File: src/rtl/wdt_pkg.sv
package wdt_pkg;

    localparam int TMO_W    = 16;
    localparam int ADDR_W   = 3;
    localparam int PRES_W   = 4;
    localparam int PRES_MAX = 13;
    localparam int PCNT_W   = PRES_MAX;

    localparam logic [ADDR_W-1:0] OFS_TMO = 3'd0;
    localparam logic [ADDR_W-1:0] OFS_CFG = 3'd2;
    localparam logic [ADDR_W-1:0] OFS_STS = 3'd4;

    typedef enum logic [1:0] {
        ACT_NONE = 2'b00,
        ACT_IRQ  = 2'b01,
        ACT_SMI  = 2'b10,
        ACT_RST  = 2'b11
    } act_e;

    typedef enum logic [1:0] {
        ST_IDLE   = 2'd0,
        ST_FIRST  = 2'd1,
        ST_SECOND = 2'd2
    } stage_e;

    // Field order is fixed by the register layout (MSB first).
    typedef struct packed {
        logic [6:0]        spare;
        logic              ref_off;
        act_e              act2;
        act_e              act1;
        logic [PRES_W-1:0] pres;
    } cfg_t;

    typedef struct packed {
        logic rst;
        logic smi;
        logic irq;
        logic ovf;
    } sts_t;

    typedef struct packed {
        logic valid;
        logic second;
    } expiry_t;

    function automatic cfg_t cfg_sanitize(input logic [TMO_W-1:0] w);
        cfg_t c;
        c = cfg_t'(w);
        if (c.pres > PRES_W'(PRES_MAX))
            c.pres = PRES_W'(PRES_MAX);
        return c;
    endfunction

    function automatic sts_t sts_apply(input sts_t s, input act_e a);
        sts_t r;
        r = s;
        r.ovf = 1'b1;
        case (a)
            ACT_IRQ: r.irq = 1'b1;
            ACT_SMI: r.smi = 1'b1;
            ACT_RST: r.rst = 1'b1;
            default: ;
        endcase
        return r;
    endfunction

endpackage

File: src/rtl/wdt_prescaler.sv
module wdt_prescaler
    import wdt_pkg::*;
#(
    parameter int P_W = PRES_W,
    parameter int C_W = PCNT_W
) (
    input  logic           clk,
    input  logic           rst,
    input  logic           ref_tick,
    input  logic           ref_off,
    input  logic           restart,
    input  logic [P_W-1:0] pres,
    output logic           wd_tick
);

    logic [C_W-1:0] pcnt;
    logic [C_W:0]   lim_wide;
    logic           live_tick;

    assign live_tick = ref_tick && !ref_off;
    assign lim_wide  = ((C_W+1)'(1) << pres) - (C_W+1)'(1);
    assign wd_tick   = live_tick && (pcnt == lim_wide[C_W-1:0]);

    always_ff @(posedge clk) begin
        if (rst || restart)
            pcnt <= '0;
        else if (live_tick)
            pcnt <= wd_tick ? '0 : pcnt + C_W'(1);
    end

    // a gated reference leaves the divider frozen
    a_r9_gate_freezes: assert property (@(posedge clk) disable iff (rst)
        (ref_off && !restart) |=> $stable(pcnt));

endmodule

File: src/rtl/wdt_stage_counter.sv
module wdt_stage_counter
    import wdt_pkg::*;
#(
    parameter int W = TMO_W
) (
    input  logic         clk,
    input  logic         rst,
    input  logic         load,
    input  logic [W-1:0] load_val,
    input  logic         wd_tick,
    output expiry_t      ev
);

    logic [W-1:0] reload;
    logic [W-1:0] cnt;
    stage_e       stage;

    always_ff @(posedge clk) begin
        if (rst) begin
            reload <= '0;
            cnt    <= '0;
            stage  <= ST_IDLE;
            ev     <= '0;
        end else begin
            ev <= '0;
            if (load) begin
                reload <= load_val;
                cnt    <= load_val;
                stage  <= (load_val == '0) ? ST_IDLE : ST_FIRST;
            end else if (wd_tick && stage != ST_IDLE) begin
                if (cnt == W'(1)) begin
                    ev.valid  <= 1'b1;
                    ev.second <= (stage == ST_SECOND);
                    if (stage == ST_FIRST) begin
                        cnt   <= reload;
                        stage <= ST_SECOND;
                    end else begin
                        cnt   <= '0;
                        stage <= ST_IDLE;
                    end
                end else begin
                    cnt <= cnt - W'(1);
                end
            end
        end
    end

    // an idle counter produces no expiry
    a_r8_idle_silent: assert property (@(posedge clk) disable iff (rst)
        (stage == ST_IDLE && !load) |=> !ev.valid);

    // a second-stage event only comes out of the second stage
    a_r6_second_origin: assert property (@(posedge clk) disable iff (rst)
        (ev.valid && ev.second) |-> $past(stage) == ST_SECOND);

    // a first-stage event leaves the counter in the second stage
    a_r6_first_advances: assert property (@(posedge clk) disable iff (rst)
        (ev.valid && !ev.second) |-> stage == ST_SECOND);

endmodule

File: src/rtl/wdt_regs.sv
module wdt_regs
    import wdt_pkg::*;
#(
    parameter int W  = TMO_W,
    parameter int AW = ADDR_W
) (
    input  logic          clk,
    input  logic          rst,
    input  logic          wr_en,
    input  logic [AW-1:0] addr,
    input  logic [W-1:0]  wdata,
    input  expiry_t       ev,
    output logic          tmo_load,
    output cfg_t          cfg,
    output logic [W-1:0]  rdata,
    output logic          irq,
    output logic          smi,
    output logic          rst_req
);

    localparam int STS_PAD = W - $bits(sts_t);

    logic [W-1:0] tmo_q;
    cfg_t         cfg_q;
    sts_t         sts_q;
    sts_t         sts_n;
    logic         rst_req_q;
    logic         sts_clr;
    logic         sts_wr;
    act_e         act_now;

    assign tmo_load = wr_en && (addr == OFS_TMO);
    assign sts_wr   = wr_en && (addr == OFS_STS);
    assign sts_clr  = sts_wr && wdata[0];
    assign act_now  = ev.second ? cfg_q.act2 : cfg_q.act1;

    always_comb begin
        sts_n = sts_q;
        if (sts_clr)
            sts_n = '0;
        if (ev.valid)
            sts_n = sts_apply(sts_n, act_now);
    end

    always_ff @(posedge clk) begin
        if (rst) begin
            tmo_q     <= '0;
            cfg_q     <= '0;
            sts_q     <= '0;
            rst_req_q <= 1'b0;
        end else begin
            if (tmo_load)
                tmo_q <= wdata;
            if (wr_en && addr == OFS_CFG)
                cfg_q <= cfg_sanitize(wdata);
            sts_q     <= sts_n;
            rst_req_q <= ev.valid && (act_now == ACT_RST);
        end
    end

    always_comb begin
        case (addr)
            OFS_TMO: rdata = tmo_q;
            OFS_CFG: rdata = cfg_q;
            OFS_STS: rdata = {{STS_PAD{1'b0}}, sts_q};
            default: rdata = '0;
        endcase
    end

    assign cfg     = cfg_q;
    assign irq     = sts_q.irq;
    assign smi     = sts_q.smi;
    assign rst_req = rst_req_q;

    // reset request never lasts two cycles
    a_r5_rst_single: assert property (@(posedge clk) disable iff (rst)
        rst_req |=> !rst_req);

    // a reset request is always recorded in status
    a_r5_rst_flagged: assert property (@(posedge clk) disable iff (rst)
        rst_req |-> sts_q.rst);

    // every expiry leaves the overflow flag set
    a_r4_ovf_follows: assert property (@(posedge clk) disable iff (rst)
        ev.valid |=> sts_q.ovf);

    // stored prescaler exponent is always legal
    a_r3_pres_legal: assert property (@(posedge clk) disable iff (rst)
        cfg_q.pres <= PRES_W'(PRES_MAX));

    // flags move only on an expiry or a status write
    a_r10_sts_hold: assert property (@(posedge clk) disable iff (rst)
        (!ev.valid && !sts_wr) |=> $stable(sts_q));

endmodule

File: src/rtl/wdt_two_stage.sv
module wdt_two_stage
    import wdt_pkg::*;
(
    input  logic              clk,
    input  logic              rst,
    input  logic              ref_tick,
    input  logic              bus_wr,
    input  logic [ADDR_W-1:0] bus_addr,
    input  logic [TMO_W-1:0]  bus_wdata,
    output logic [TMO_W-1:0]  bus_rdata,
    output logic              irq,
    output logic              smi,
    output logic              rst_req
);

    cfg_t    cfg;
    expiry_t ev;
    logic    tmo_load;
    logic    wd_tick;

    wdt_regs #(.W(TMO_W), .AW(ADDR_W)) u_regs (
        .clk      (clk),
        .rst      (rst),
        .wr_en    (bus_wr),
        .addr     (bus_addr),
        .wdata    (bus_wdata),
        .ev       (ev),
        .tmo_load (tmo_load),
        .cfg      (cfg),
        .rdata    (bus_rdata),
        .irq      (irq),
        .smi      (smi),
        .rst_req  (rst_req)
    );

    wdt_prescaler #(.P_W(PRES_W), .C_W(PCNT_W)) u_pres (
        .clk      (clk),
        .rst      (rst),
        .ref_tick (ref_tick),
        .ref_off  (cfg.ref_off),
        .restart  (tmo_load),
        .pres     (cfg.pres),
        .wd_tick  (wd_tick)
    );

    wdt_stage_counter #(.W(TMO_W)) u_cnt (
        .clk      (clk),
        .rst      (rst),
        .load     (tmo_load),
        .load_val (bus_wdata),
        .wd_tick  (wd_tick),
        .ev       (ev)
    );

endmodule

File: config.mk
export PLATFORM = sky130hd
export DESIGN_NAME = wdt_two_stage
export DESIGN_NICKNAME = d
export VERILOG_FILES = /design/src/rtl/wdt_pkg.sv /design/src/rtl/wdt_prescaler.sv /design/src/rtl/wdt_stage_counter.sv /design/src/rtl/wdt_regs.sv /design/src/rtl/wdt_two_stage.sv
export SDC_FILE = /design/constraint.sdc
export NUM_CORES = 1
export LEC_CHECK = 0
export BUFFER_PORTS_ARGS = -buffer_cell sky130_fd_sc_hd__buf_2
export CAP_MARGIN = 10
export CORE_MARGIN = 4
export CORE_UTILIZATION = 44
export CTS_BUF_LIST = sky130_fd_sc_hd__clkbuf_4
export CTS_CLUSTER_SIZE = 40
export DETAILED_ROUTE_END_ITERATION = 16
export PLACE_DENSITY_LB_ADDON = 0.1
export SLEW_MARGIN = 20
export SYNTH_ARGS = -nofsm -noshare
export SYNTH_HDL_FRONTEND = slang
export SYNTH_SLANG_ARGS = --single-unit
File: constraint.sdc
create_clock -name clk -period 3.4 [get_ports clk]
set_clock_uncertainty 0.15 [all_clocks]
set_input_delay 0.17 -clock clk [delete_from_list [all_inputs] [get_ports clk]]
set_output_delay 0.17 -clock clk [all_outputs]
set_load 0.005 [all_outputs]
==> results.json <==
{
  "outcome": "completed",
  "grt_pass1_wl_mm": 20.9,
  "power.internal_uw": 1210,
  "leakage_uw": 0.00187,
  "stdcell_count": 745,
  "cts_tree": "built",
  "hpwl_mm": 9.24,
  "die_w_um": 106,
  "async_reset_ff_frac": 0,
  "nets": 639,
  "diodes": 0,
  "critPathArrivalTime_ps": 3470,
  "synth_top_area_frac": 0.333,
  "clk_pin_slew_ps": 120,
  "startpoint": "u_regs.cfg[0]$_SDFFE_PP0P_",
  "first_pass_iters": 5,
  "synthTopCellsByArea": "dfxtp_1, nand2_1, nor2_1, a21oi_1, mux2i_1",
  "multi_input_area_um2": 2650,
  "root_buffer": "clkbuf_4",
  "clockPowerShare": 0.298,
  "hold_path_startpoint": "bus_wr",
  "cp.required_ps": 3530,
  "timing.rr.start": "u_regs.cfg[0]$_SDFFE_PP0P_",
  "insertion_delay_ps": 420,
  "layout-drive-gt1-share": 0.161,
  "relSlewSlack": 0.509,
  "period_minus_slack_ps": 3330,
  "rsz0062_at_grt": "false",
  "worst_pin_slew_ps": 734,
  "synth_seq_area_share": 0.333,
  "drc_errors": 0,
  "p_sw_frac": 0.318,
  "crit_slowest_cell": "or4_4",
  "hp-class": "input port to flip-flop",
  "fp-row-count": 35,
  "finalSetupViolCount": 0,
  "power_frac_seq": 0.485,
  "fill_cells": 931,
  "initial_core_util": 0.453,
  "p_per_area_nw_per_um2": 363,
  "htreeDepth": 3,
  "core_area_um2": 9280,
  "dr_total_vias": 4336,
  "yosys-top-cells-count": "nand2_1, dfxtp_1, nor2_1",
  "antenna_found_initial": 0,
  "drv_cap": 0,
  "hold_viol_final": 0,
  "yosys_warnings": 0,
  "dieArea_um2": 11200,
  "end_kind": "flip-flop",
  "grt_overflow_total": 0,
  "regArea_um2": 1400,
  "grt_pass1_vias": 4136,
  "power.switching_uw": 565,
  "fmax_mhz": 300,
  "viasPerCell": 5.82,
  "cts_max_path_buffers": 2,
  "first_iter_violations": 228,
  "place_inst": 711,
  "ys.flop_type": "dfxtp_1",
  "area_growth_pct": 16.5,
  "cpMostUsedCell": "or4_4",
  "setup_slack_ps": 67.2,
  "gp_congestion": 0.854,
  "yosysTopAreaCell": "dfxtp_1",
  "crit_fanout": 8,
  "startpoint_type": "flip-flop",
  "pre_cts_slack_ps": 37.0,
  "cp_slowest_stage_delay_ps": 570,
  "die_h_um": 106,
  "drt-wirelength-per-cell_um": 17.2,
  "num_io_pins": 42,
  "path_cells": "or4_4, ha_4, xor2_1, o21ai_0, or4_4, or3_1, o41ai_1, a221oi_1",
  "synth_area_per_cell_um2": 7.47,
  "cts-buffers-inserted": 9,
  "yosysUniqueCellTypes": 61,
  "synth.net_count": 590,
  "p_comb_frac": 0.216,
  "critPathKind": "flip-flop to flip-flop",
  "wirelength_mm": 12.8,
  "tns_ps": 0,
  "ys_seq_elements": 70,
  "io_buffer_count": 41,
  "ant_nets": 0,
  "finalCritPeriodShare": 0.980,
  "synth.most_common_cell": "nand2_1",
  "maxSlewViolCount": 0,
  "postSynthCellCount": 563,
  "peakVddDrop_mv": 0.167,
  "synth-edff-count": 0,
  "grt_usage": 0.228,
  "cts.sinks": 70,
  "netlist_area_um2": 4200,
  "grt_max_degree": 32
}
[cell families (layout without fill, tap and decap cells)]
family,count (synthesis),in the layout,synth area share
fa+ha+maj,4,4,0.0119
buf+inv,48,100,0.0479
compound gates,132,132,0.205
simple gates,267,268,0.307
xor+xnor,20,20,0.0417
mux,22,22,0.0530
flops,70,70,0.333
[sequential cells by signal (all words and copies together) (netlist names)]
name / cells
u_regs.cfg: 16
u_cnt.cnt: 16
u_cnt.ev: 2
u_regs.smi: 1
u_regs.sts_q: 2
u_cnt.stage: 2
u_pres.pcnt: 13
u_regs.tmo_q: 16
u_regs.irq: 1
u_regs.rst_req: 1
[worst max-delay path, delay by kind of cell, from the launching register on]
family / cells / cell delay (ps)
AOI/OAI and AO/OA: 3 / 720
and+or+nand+nor: 3 / 1590
adders and majority gates: 1 / 290
DFF: 1 / 350
xor gates and xnor gates: 1 / 130
[final timing paths]
path                                  endpoint  slack (ps)  cells after the start
hold / removal    u_regs.sts_q[0]$_SDFFE_PP0P_          80                      4
setup / recovery     u_cnt.cnt[0]$_SDFFE_PP0P_          70                      8
hold reg to reg    u_regs.cfg[13]$_SDFFE_PP0P_         320                      2
setup reg to reg     u_cnt.cnt[0]$_SDFFE_PP0P_          70                      8
[per-layer routing]
metal  up-vias  track usage  wire [um]  share of wire
met5         -            0          0              0
met4         0        0.101        483          0.038
met3        32       0.0300        514          0.040
met2       116        0.373       5940           0.46
met1      2075        0.299       5880           0.46
li1       2113            -          -              -
[stage by stage]
stage	instance area, um2	hold slack [ps]	util	total power (uW)
floorplan	4280	146	-	1130
global placement	4570	291	0.492	1240
detailed placement	4570	300	0.492	1240
CTS	4880	45.7	0.525	1790
global route	4900	90.7	0.528	1860
finish	4900	82.5	0.528	1780
[cell type report]
| class | count | share of cell area |
|---|---|---|
| Multi-Input combinational cell | 446 | 0.541 |
| Sequential cell | 70 | 0.286 |
| Timing Repair Buffer | 78 | 0.108 |
| Tap cell | 129 | 0.0329 |
| Clock buffer | 9 | 0.0138 |
| Clock inverter | 6 | 0.0128 |
| Inverter | 7 | 0.00536 |
[power groups by stage]
| stage | clock network, uW | registers, uW | logic (uW) |
|---|---|---|---|
| global placement | 0 | 881 | 355 |
| floorplan | 0 | 873 | 256 |
| global route | 577 | 866 | 418 |
| detailed placement | 0 | 881 | 357 |
| finish | 530 | 863 | 385 |
| CTS | 548 | 863 | 375 |
[cell usage in the layout (no fill, tap or decap), types with 7 or more instances in the layout]
| cell type | n |
|---|---|
| buf_2 | 41 |
| a211oi_1 | 9 |
| and3_1 | 11 |
| inv_1 | 7 |
| a31oi_1 | 7 |
| dlygate4sd3_1 | 18 |
| o21ai_0 | 23 |
| mux2i_1 | 20 |
| nor2b_1 | 9 |
| nor3_1 | 15 |
| dfxtp_1 | 69 |
| o211ai_1 | 11 |
| buf_4 | 19 |
| nand4_1 | 8 |
| clkbuf_4 | 9 |
| nor2_1 | 64 |
| nand3_1 | 19 |
| a21oi_1 | 46 |
| xor2_1 | 16 |
| nand2_1 | 92 |
| nor4_1 | 9 |
[timing repair]
item | CTS | global route
hold buffers | 18 | 0
setup endpoints to repair | 0 | 6
setup buffers | 0 | 0
hold endpoints to repair | 43 | 0
gates resized for setup | 0 | 3
No activity file was read; power rests on OpenSTA's default activity.
